===== config.mk =====
export PLATFORM = sky130hd
export DESIGN_NAME = fsmd_cpu
export DESIGN_NICKNAME = d
export VERILOG_FILES = /design/src/rtl/fsmd_pkg.sv /design/src/rtl/fsmd_regfile.sv /design/src/rtl/fsmd_alu.sv /design/src/rtl/fsmd_ctrl.sv /design/src/rtl/fsmd_cpu.sv
export SDC_FILE = /design/constraint.sdc
export NUM_CORES = 1
export LEC_CHECK = 0
export BUFFER_PORTS_ARGS = -buffer_cell sky130_fd_sc_hd__buf_2
export CORE_UTILIZATION = 64
export DETAILED_ROUTE_END_ITERATION = 12
export PLACE_DENSITY_LB_ADDON = 0.2
export SLEW_MARGIN = 20
export SYNTH_ARGS = -nofsm -noshare
export SYNTH_HDL_FRONTEND = slang
export SYNTH_HIERARCHICAL = 1
export SYNTH_SLANG_ARGS = --single-unit

===== constraint.sdc =====
create_clock -name clk -period 10.45 [get_ports clk]
set_input_delay 0.5225 -clock clk [delete_from_list [all_inputs] [get_ports clk]]
set_output_delay 0.5225 -clock clk [all_outputs]
set_load 0.005 [all_outputs]

===== src/rtl/fsmd_pkg.sv =====
// Shared encodings for the multicycle processor: states, ALU operations,
// the two datapath mux selects and the bundle of control strobes.
// Assumes 16-bit instructions with the opcode in the top nibble.
package fsmd_pkg;

    localparam int OPC_W = 4;

    typedef enum logic [3:0] {
        ST_FETCH,
        ST_DECODE,
        ST_LDDIR,
        ST_STDIR,
        ST_STIND,
        ST_LDIMM,
        ST_ADD,
        ST_SUB,
        ST_JZ
    } cpu_state_e;

    typedef enum logic [1:0] {
        ALU_ADD  = 2'd0,
        ALU_SUB  = 2'd1,
        ALU_PASS = 2'd2
    } alu_op_e;

    // register-file write source
    typedef enum logic [1:0] {
        WSEL_ALU = 2'd0,
        WSEL_MEM = 2'd1,
        WSEL_IMM = 2'd2
    } wsel_e;

    // memory address source
    typedef enum logic [1:0] {
        ASEL_PC  = 2'd0,
        ASEL_DIR = 2'd1,
        ASEL_RF  = 2'd2
    } asel_e;

    typedef struct packed {
        logic    ir_ld;
        logic    pc_inc;
        logic    pc_ld;
        logic    rf_we;
        logic    rf_r1e;
        logic    rf_r2e;
        logic    r2_uses_rn;
        logic    mem_re;
        logic    mem_we;
        alu_op_e alu_op;
        wsel_e   wsel;
        asel_e   asel;
    } ctrl_t;

endpackage


===== src/rtl/fsmd_regfile.sv =====
// Register file: one synchronous write port and two combinational read
// ports. A read port with its enable low returns zero. Every entry is
// cleared by the synchronous active-low reset.
module fsmd_regfile #(
    parameter int NREG = 16,
    parameter int DW   = 16,
    localparam int AW  = $clog2(NREG)
) (
    input  logic          clk,
    input  logic          rst_n,
    input  logic          we,
    input  logic [AW-1:0] waddr,
    input  logic [DW-1:0] wdata,
    input  logic          r1e,
    input  logic [AW-1:0] r1a,
    output logic [DW-1:0] rd1,
    input  logic          r2e,
    input  logic [AW-1:0] r2a,
    output logic [DW-1:0] rd2
);

    logic [DW-1:0] regs [NREG];

    // storage update: clear on reset, else single-port write
    always_ff @(posedge clk) begin
        if (!rst_n) begin
            for (int i = 0; i < NREG; i++) regs[i] <= '0;
        end else if (we) begin
            regs[waddr] <= wdata;
        end
    end

    // gated read ports
    always_comb begin
        rd1 = r1e ? regs[r1a] : '0;
        rd2 = r2e ? regs[r2a] : '0;
    end

    // a requested write is visible at its entry next cycle
    a_r4_rf_write_lands: assert property (@(posedge clk) disable iff (!rst_n)
        we |=> regs[$past(waddr)] == $past(wdata));

endmodule


===== src/rtl/fsmd_alu.sv =====
// Single ALU: wrapping add, wrapping subtract, or pass of operand a.
// The zero flag reflects the result and drives the conditional jump.
module fsmd_alu
    import fsmd_pkg::*;
#(
    parameter int DW = 16
) (
    input  alu_op_e       op,
    input  logic [DW-1:0] a,
    input  logic [DW-1:0] b,
    output logic [DW-1:0] y,
    output logic          zero
);

    // operation select, result truncated to DW bits
    always_comb begin
        unique case (op)
            ALU_ADD: y = a + b;
            ALU_SUB: y = a - b;
            default: y = a;
        endcase
        zero = (y == '0);
    end

endmodule


===== src/rtl/fsmd_ctrl.sv =====
// Controller: state register plus next-state and strobe decoding.
// Fetch -> decode -> one execute state -> fetch; reserved opcodes go
// straight from decode back to fetch. Assumes a combinational memory read.
module fsmd_ctrl
    import fsmd_pkg::*;
(
    input  logic             clk,
    input  logic             rst_n,
    input  logic [OPC_W-1:0] opcode,
    input  logic             alu_zero,
    output cpu_state_e       st,
    output ctrl_t            ctl
);

    cpu_state_e st_nxt;

    // state register
    always_ff @(posedge clk) begin
        if (!rst_n) st <= ST_FETCH;
        else        st <= st_nxt;
    end

    // next state
    always_comb begin
        st_nxt = ST_FETCH;
        if (st == ST_FETCH) begin
            st_nxt = ST_DECODE;
        end else if (st == ST_DECODE) begin
            case (opcode)
                4'h0:    st_nxt = ST_LDDIR;
                4'h1:    st_nxt = ST_STDIR;
                4'h2:    st_nxt = ST_STIND;
                4'h3:    st_nxt = ST_LDIMM;
                4'h4:    st_nxt = ST_ADD;
                4'h5:    st_nxt = ST_SUB;
                4'h6:    st_nxt = ST_JZ;
                default: st_nxt = ST_FETCH;
            endcase
        end
    end

    // control strobes per state
    always_comb begin
        ctl        = '0;
        ctl.alu_op = ALU_PASS;
        ctl.wsel   = WSEL_ALU;
        ctl.asel   = ASEL_PC;
        case (st)
            ST_FETCH: begin
                ctl.mem_re = 1'b1;
                ctl.ir_ld  = 1'b1;
                ctl.pc_inc = 1'b1;
            end
            ST_LDDIR: begin
                ctl.asel   = ASEL_DIR;
                ctl.mem_re = 1'b1;
                ctl.wsel   = WSEL_MEM;
                ctl.rf_we  = 1'b1;
            end
            ST_STDIR: begin
                ctl.asel       = ASEL_DIR;
                ctl.rf_r2e     = 1'b1;
                ctl.r2_uses_rn = 1'b1;
                ctl.mem_we     = 1'b1;
            end
            ST_STIND: begin
                ctl.asel   = ASEL_RF;
                ctl.rf_r1e = 1'b1;
                ctl.rf_r2e = 1'b1;
                ctl.mem_we = 1'b1;
            end
            ST_LDIMM: begin
                ctl.wsel  = WSEL_IMM;
                ctl.rf_we = 1'b1;
            end
            ST_ADD, ST_SUB: begin
                ctl.rf_r1e = 1'b1;
                ctl.rf_r2e = 1'b1;
                ctl.alu_op = (st == ST_ADD) ? ALU_ADD : ALU_SUB;
                ctl.rf_we  = 1'b1;
            end
            ST_JZ: begin
                ctl.rf_r1e = 1'b1;
                ctl.pc_ld  = alu_zero;
            end
            default: ;
        endcase
    end

    // fetch is always followed by decode
    a_r2_fetch_to_decode: assert property (@(posedge clk) disable iff (!rst_n)
        st == ST_FETCH |=> st == ST_DECODE);

    // every execute state hands back to fetch
    a_r11_exec_returns: assert property (@(posedge clk) disable iff (!rst_n)
        (st != ST_FETCH && st != ST_DECODE) |=> st == ST_FETCH);

endmodule


===== src/rtl/fsmd_cpu.sv =====
// Top of the multicycle processor: program counter, instruction register,
// address and write-back muxes, wired to the controller, register file
// and ALU. Expects a single-port memory that reads combinationally.
module fsmd_cpu
    import fsmd_pkg::*;
#(
    parameter int DATA_W  = 16,
    parameter int ADDR_W  = 16,
    parameter int REG_CNT = 16
) (
    input  logic              clk,
    input  logic              rst_n,
    output logic [ADDR_W-1:0] mem_addr,
    output logic [DATA_W-1:0] mem_wdata,
    input  logic [DATA_W-1:0] mem_rdata,
    output logic              mem_re,
    output logic              mem_we
);

    localparam int RA_W  = $clog2(REG_CNT);
    localparam int FLD_W = 8;

    logic [ADDR_W-1:0] pc;
    logic [DATA_W-1:0] ir;
    cpu_state_e        st;
    ctrl_t             ctl;
    logic [RA_W-1:0]   rn, rm, r2a;
    logic [ADDR_W-1:0] fld_addr;
    logic [DATA_W-1:0] fld_data;
    logic [DATA_W-1:0] rd1, rd2, rf_wdata, alu_y;
    logic              alu_zero;

    // field slicing and zero extension
    always_comb begin
        rn       = RA_W'(ir[11:8]);
        rm       = RA_W'(ir[7:4]);
        fld_addr = {{(ADDR_W-FLD_W){1'b0}}, ir[FLD_W-1:0]};
        fld_data = {{(DATA_W-FLD_W){1'b0}}, ir[FLD_W-1:0]};
        r2a      = ctl.r2_uses_rn ? rn : rm;
    end

    // program counter and instruction register
    always_ff @(posedge clk) begin
        if (!rst_n) begin
            pc <= '0;
            ir <= '0;
        end else begin
            if (ctl.ir_ld)  ir <= mem_rdata;
            if (ctl.pc_inc) pc <= pc + 1'b1;
            else if (ctl.pc_ld) pc <= fld_addr;
        end
    end

    // memory address mux and strobes
    always_comb begin
        case (ctl.asel)
            ASEL_DIR: mem_addr = fld_addr;
            ASEL_RF:  mem_addr = ADDR_W'(rd1);
            default:  mem_addr = pc;
        endcase
        mem_wdata = rd2;
        mem_re    = ctl.mem_re;
        mem_we    = ctl.mem_we;
    end

    // register-file write-back mux
    always_comb begin
        case (ctl.wsel)
            WSEL_MEM: rf_wdata = mem_rdata;
            WSEL_IMM: rf_wdata = fld_data;
            default:  rf_wdata = alu_y;
        endcase
    end

    fsmd_ctrl u_ctrl (
        .clk      (clk),
        .rst_n    (rst_n),
        .opcode   (ir[15:12]),
        .alu_zero (alu_zero),
        .st       (st),
        .ctl      (ctl)
    );

    fsmd_regfile #(.NREG(REG_CNT), .DW(DATA_W)) u_rf (
        .clk   (clk),
        .rst_n (rst_n),
        .we    (ctl.rf_we),
        .waddr (rn),
        .wdata (rf_wdata),
        .r1e   (ctl.rf_r1e),
        .r1a   (rn),
        .rd1   (rd1),
        .r2e   (ctl.rf_r2e),
        .r2a   (r2a),
        .rd2   (rd2)
    );

    fsmd_alu #(.DW(DATA_W)) u_alu (
        .op   (ctl.alu_op),
        .a    (rd1),
        .b    (rd2),
        .y    (alu_y),
        .zero (alu_zero)
    );

    // fetch advances the program counter by exactly one
    a_r2_pc_step: assert property (@(posedge clk) disable iff (!rst_n)
        ctl.pc_inc |=> pc == $past(pc) + 1'b1);

    // a taken jump lands on the zero-extended target
    a_r10_jz_taken: assert property (@(posedge clk) disable iff (!rst_n)
        ctl.pc_ld |=> pc == $past(fld_addr));

    // an untaken jump leaves the counter unchanged
    a_r10_jz_hold: assert property (@(posedge clk) disable iff (!rst_n)
        (st == ST_JZ && rd1 != '0) |=> $stable(pc));

    // read and write strobes never overlap
    a_r12_strobe_excl: assert property (@(posedge clk) disable iff (!rst_n)
        !(mem_re && mem_we));

endmodule


==> impl_metrics.toml <==
[status]
status = "complete, no violations"

[routing]
drc = 0
drt_iter0_drc = 1905
vias = 13500
viasPerCell = 7.06
first_pass_iters = 6
wl_um = 54900
drtAntennaViolNets = 0
wire_per_inst_um = 28.6

[worst_setup_path]
rr_worst_depth = 23
critPathKind = "register to register"
critical-path-slowest-cell = "mux2_4"
crit_buf_inv = 2
r2r_start = "u_ctrl/st[3]"
cp.required_ns = 10.93
path_delay_family = "simple AND/OR/NAND/NOR gates"
r2r-end = "pc[4]"
cp_cell_sequence = "nor2_1 > and3_1 > mux2_4 > buf_4 > mux4_2 > o211ai_1 > nand2_1 > or4_4 > o41ai_1 > xor2_1 > ha_1 > a21oi_1 > o21a_1 > a21oi_1 > a211oi_1 > mux2_2 > o2111ai_2 > nor4_2 > inv_1 > nor2_1 > nor2b_1 > nor3_1 > a211oi_1"
cp.arrival_ns = 8.58
cp-start-kind = "register"
end_kind = "register"
critPathMaxFanout = 39
cpPeakStageDelay_ns = 0.72
reg2reg_slack_ns = 2.35

[sta]
worst_pin_slew_ns = 1.18
fin_worst_skew_ns = 0.0118
rsz0062_at_grt = "no"
min_period_ns = 8.10
finalSetupViolations = 0
fin_tns_setup_ns = 0
hold_viol = 0
fmax_mhz = 123
finalCritPeriodShare_pct = 77.5
relSlewSlack_pct = 21.3
slew_viol_final = 0

[synth]
synth_simple_gate_area_share_pct = 17.9
synthMuxAreaShare_pct = 18.6
synthAdderAreaFrac_pct = 1.58
synth-async-reset-ratio_pct = 0
syn_inst = 1499
ys_seq_elements = 292
synth_xor_area_share_pct = 0.929
synth-compound-area-share_pct = 10.3
yosysUniqueCellTypes = 85
avgSynthCellArea_um2 = 11.9
ys_seq_area_share_pct = 47.0
synth_area_mm2 = 0.0179
yosys_warnings = 6
synth_nets = 1539
synth_edf_count = 256
synthFlopType = "edfxtp_1"
synth_top_family_by_area = "multiplexers"

[cells_and_area]
num-fill-cells = 1871
final_area_mm2 = 0.0195
drive_above_1_share_pct = 20.4
final_common_cell = "and2_1"
antenna_cells = 0
nNetsFinal = 1562
area_growth_pct = 8.88
multi_input_area_mm2 = 0.00894
mostFrequentLayoutCells = "and2_1 (267), edfxtp_1 (256), mux2i_1 (103), mux4_2 (85), nand2_1 (74)"
register_area_mm2 = 0.00841

[clocking]
cts_inserted_buffers = 31
post-cts-setup-buffers = 0
ctsResizeCount = 0
h-tree-depth = 1
cts_hold_buf = 0
cts_tree = "yes"
clk_pin_slew_ns = 0.06
clock_latency_ns = 0.57
cts.path.max_buffers = 3
cts_root_buf = "clkbuf_16"
clkSinkCount = 292

[place]
place.gp.congestion = 0.917
dp_hpwl_um = 36000
io_buffers = 51
place_area_mm2 = 0.0185

[worst_hold_path]
whs_path_depth = 3
holdPathEnd = "ir[5]"
hold_class = "input port to register"
hp-start = "mem_rdata[5]"

[global_routing]
grt_first_pass_wirelength_um = 81300
grt_overflow = 0
gr-max-usage-layer = "met2"
grt_use_met3_pct = 6.76
grt_pass1_vias = 13200
use_met1_pct = 49.7
grt_use_total_pct = 38.9
antenna_found_initial = 2
grt_max_degree = 60
use_met2_pct = 62.4

[die]
chipWidth_um = 169
ios = 52
die_y_um = 169
core_area_mm2 = 0.0272
start_util_pct = 65.9
rows = 60
die-area_mm2 = 0.0287

[pwr]
peakVddDrop_uv = 133
p_per_area_mw_per_mm2 = 163
p_leak_uw = 0.00702

[run]
drv_cap = 0
synthesized netlist by cell type, types with 18 or more instances:
cell type	count	share of area [%]
a21oi_1	36	1.0
a22oi_1	39	1.6
and2_1	267	9.3
buf_2	23	0.64
clkbuf_1	57	1.2
dfxtp_1	36	4.0
edfxtp_1	256	43
ha_1	21	1.5
inv_1	19	0.40
mux2_2	35	2.2
mux2i_1	103	5.8
mux4_2	85	11
nand2_1	74	1.6
nand2b_1	18	0.63
nor2_1	39	0.82
nor2b_1	41	1.4
o21ai_0	85	2.4
worst max-delay path by stage:
stage / from / depth (start not counted) / end
final: u_ctrl/st[3] / 23 / pc[4]
after floorplan: u_ctrl/st[1] / 28 / pc[7]
after detailed placement: u_ctrl/st[3] / 26 / pc[8]
after global placement: u_ctrl/st[0] / 23 / pc[8]
after CTS: u_ctrl/st[3] / 25 / pc[4]
after global routing: u_ctrl/st[3] / 25 / pc[4]
cell families (layout without fill, tap and decap cells):
kind of cell | Yosys count | in the layout
fa+ha+maj | 22 | 22
mux | 223 | 223
xor+xnor | 19 | 19
simple gates | 535 | 535
flops | 292 | 292
compound gates | 273 | 273
buf+inv | 135 | 182
layer usage:
layer | share of wire (%) | wire, um
met4 | 7.0 | 3820
met2 | 47 | 25700
met1 | 35 | 19300
met3 | 11 | 6100
met5 | 0.020 | 11
worst reg2reg max path, cell delays in order, from the launching register on:
cell,delay [ns]
dfxtp_1,0.38
nor2_1,0.24
and3_1,0.34
mux2_4,0.72
buf_4,0.57
mux4_2,0.58
o211ai_1,0.22
nand2_1,0.28
or4_4,0.64
o41ai_1,0.34
xor2_1,0.22
ha_1,0.34
a21oi_1,0.35
o21a_1,0.21
a21oi_1,0.08
a211oi_1,0.47
mux2_2,0.26
o2111ai_2,0.14
nor4_2,0.26
inv_1,0.11
nor2_1,0.32
nor2b_1,0.50
nor3_1,0.15
a211oi_1,0.26
report_power, final:
group / internal (uW) / switching [uW]
Clock: 591 / 450
Combinational: 312 / 463
Sequential: 1310 / 43.3
Total: 2220 / 956
metrics by stage:
stage	instances	power (uW)	setup WS [ns]	hold slack, ns	utilization [%]
after global placement	1861	2110	2.74	0.449	68.1
after detailed placement	1861	2120	2.66	0.450	68.1
final	1918	3170	2.35	0.232	71.7
after floorplan	1499	1940	4.21	0.421	-
after global routing	1918	3270	1.92	0.243	71.7
after CTS	1918	3150	2.55	0.222	71.6
state kept, by name (all words and copies together), names as in the netlist:
register / cells
u_rf/regs: 256
ir: 16
pc: 16
u_ctrl/st: 4
area by class of cell:
type / count / share of cell area, %
clock buffer: 39 / 4.13
tap: 372 / 2.39
sequential: 292 / 43.2
multi-input combinational: 1072 / 45.8
clock inverter: 18 / 0.712
timing repair buffer: 105 / 3.39
inverter: 20 / 0.385
Note: power is estimated with default switching activity, not from simulation.
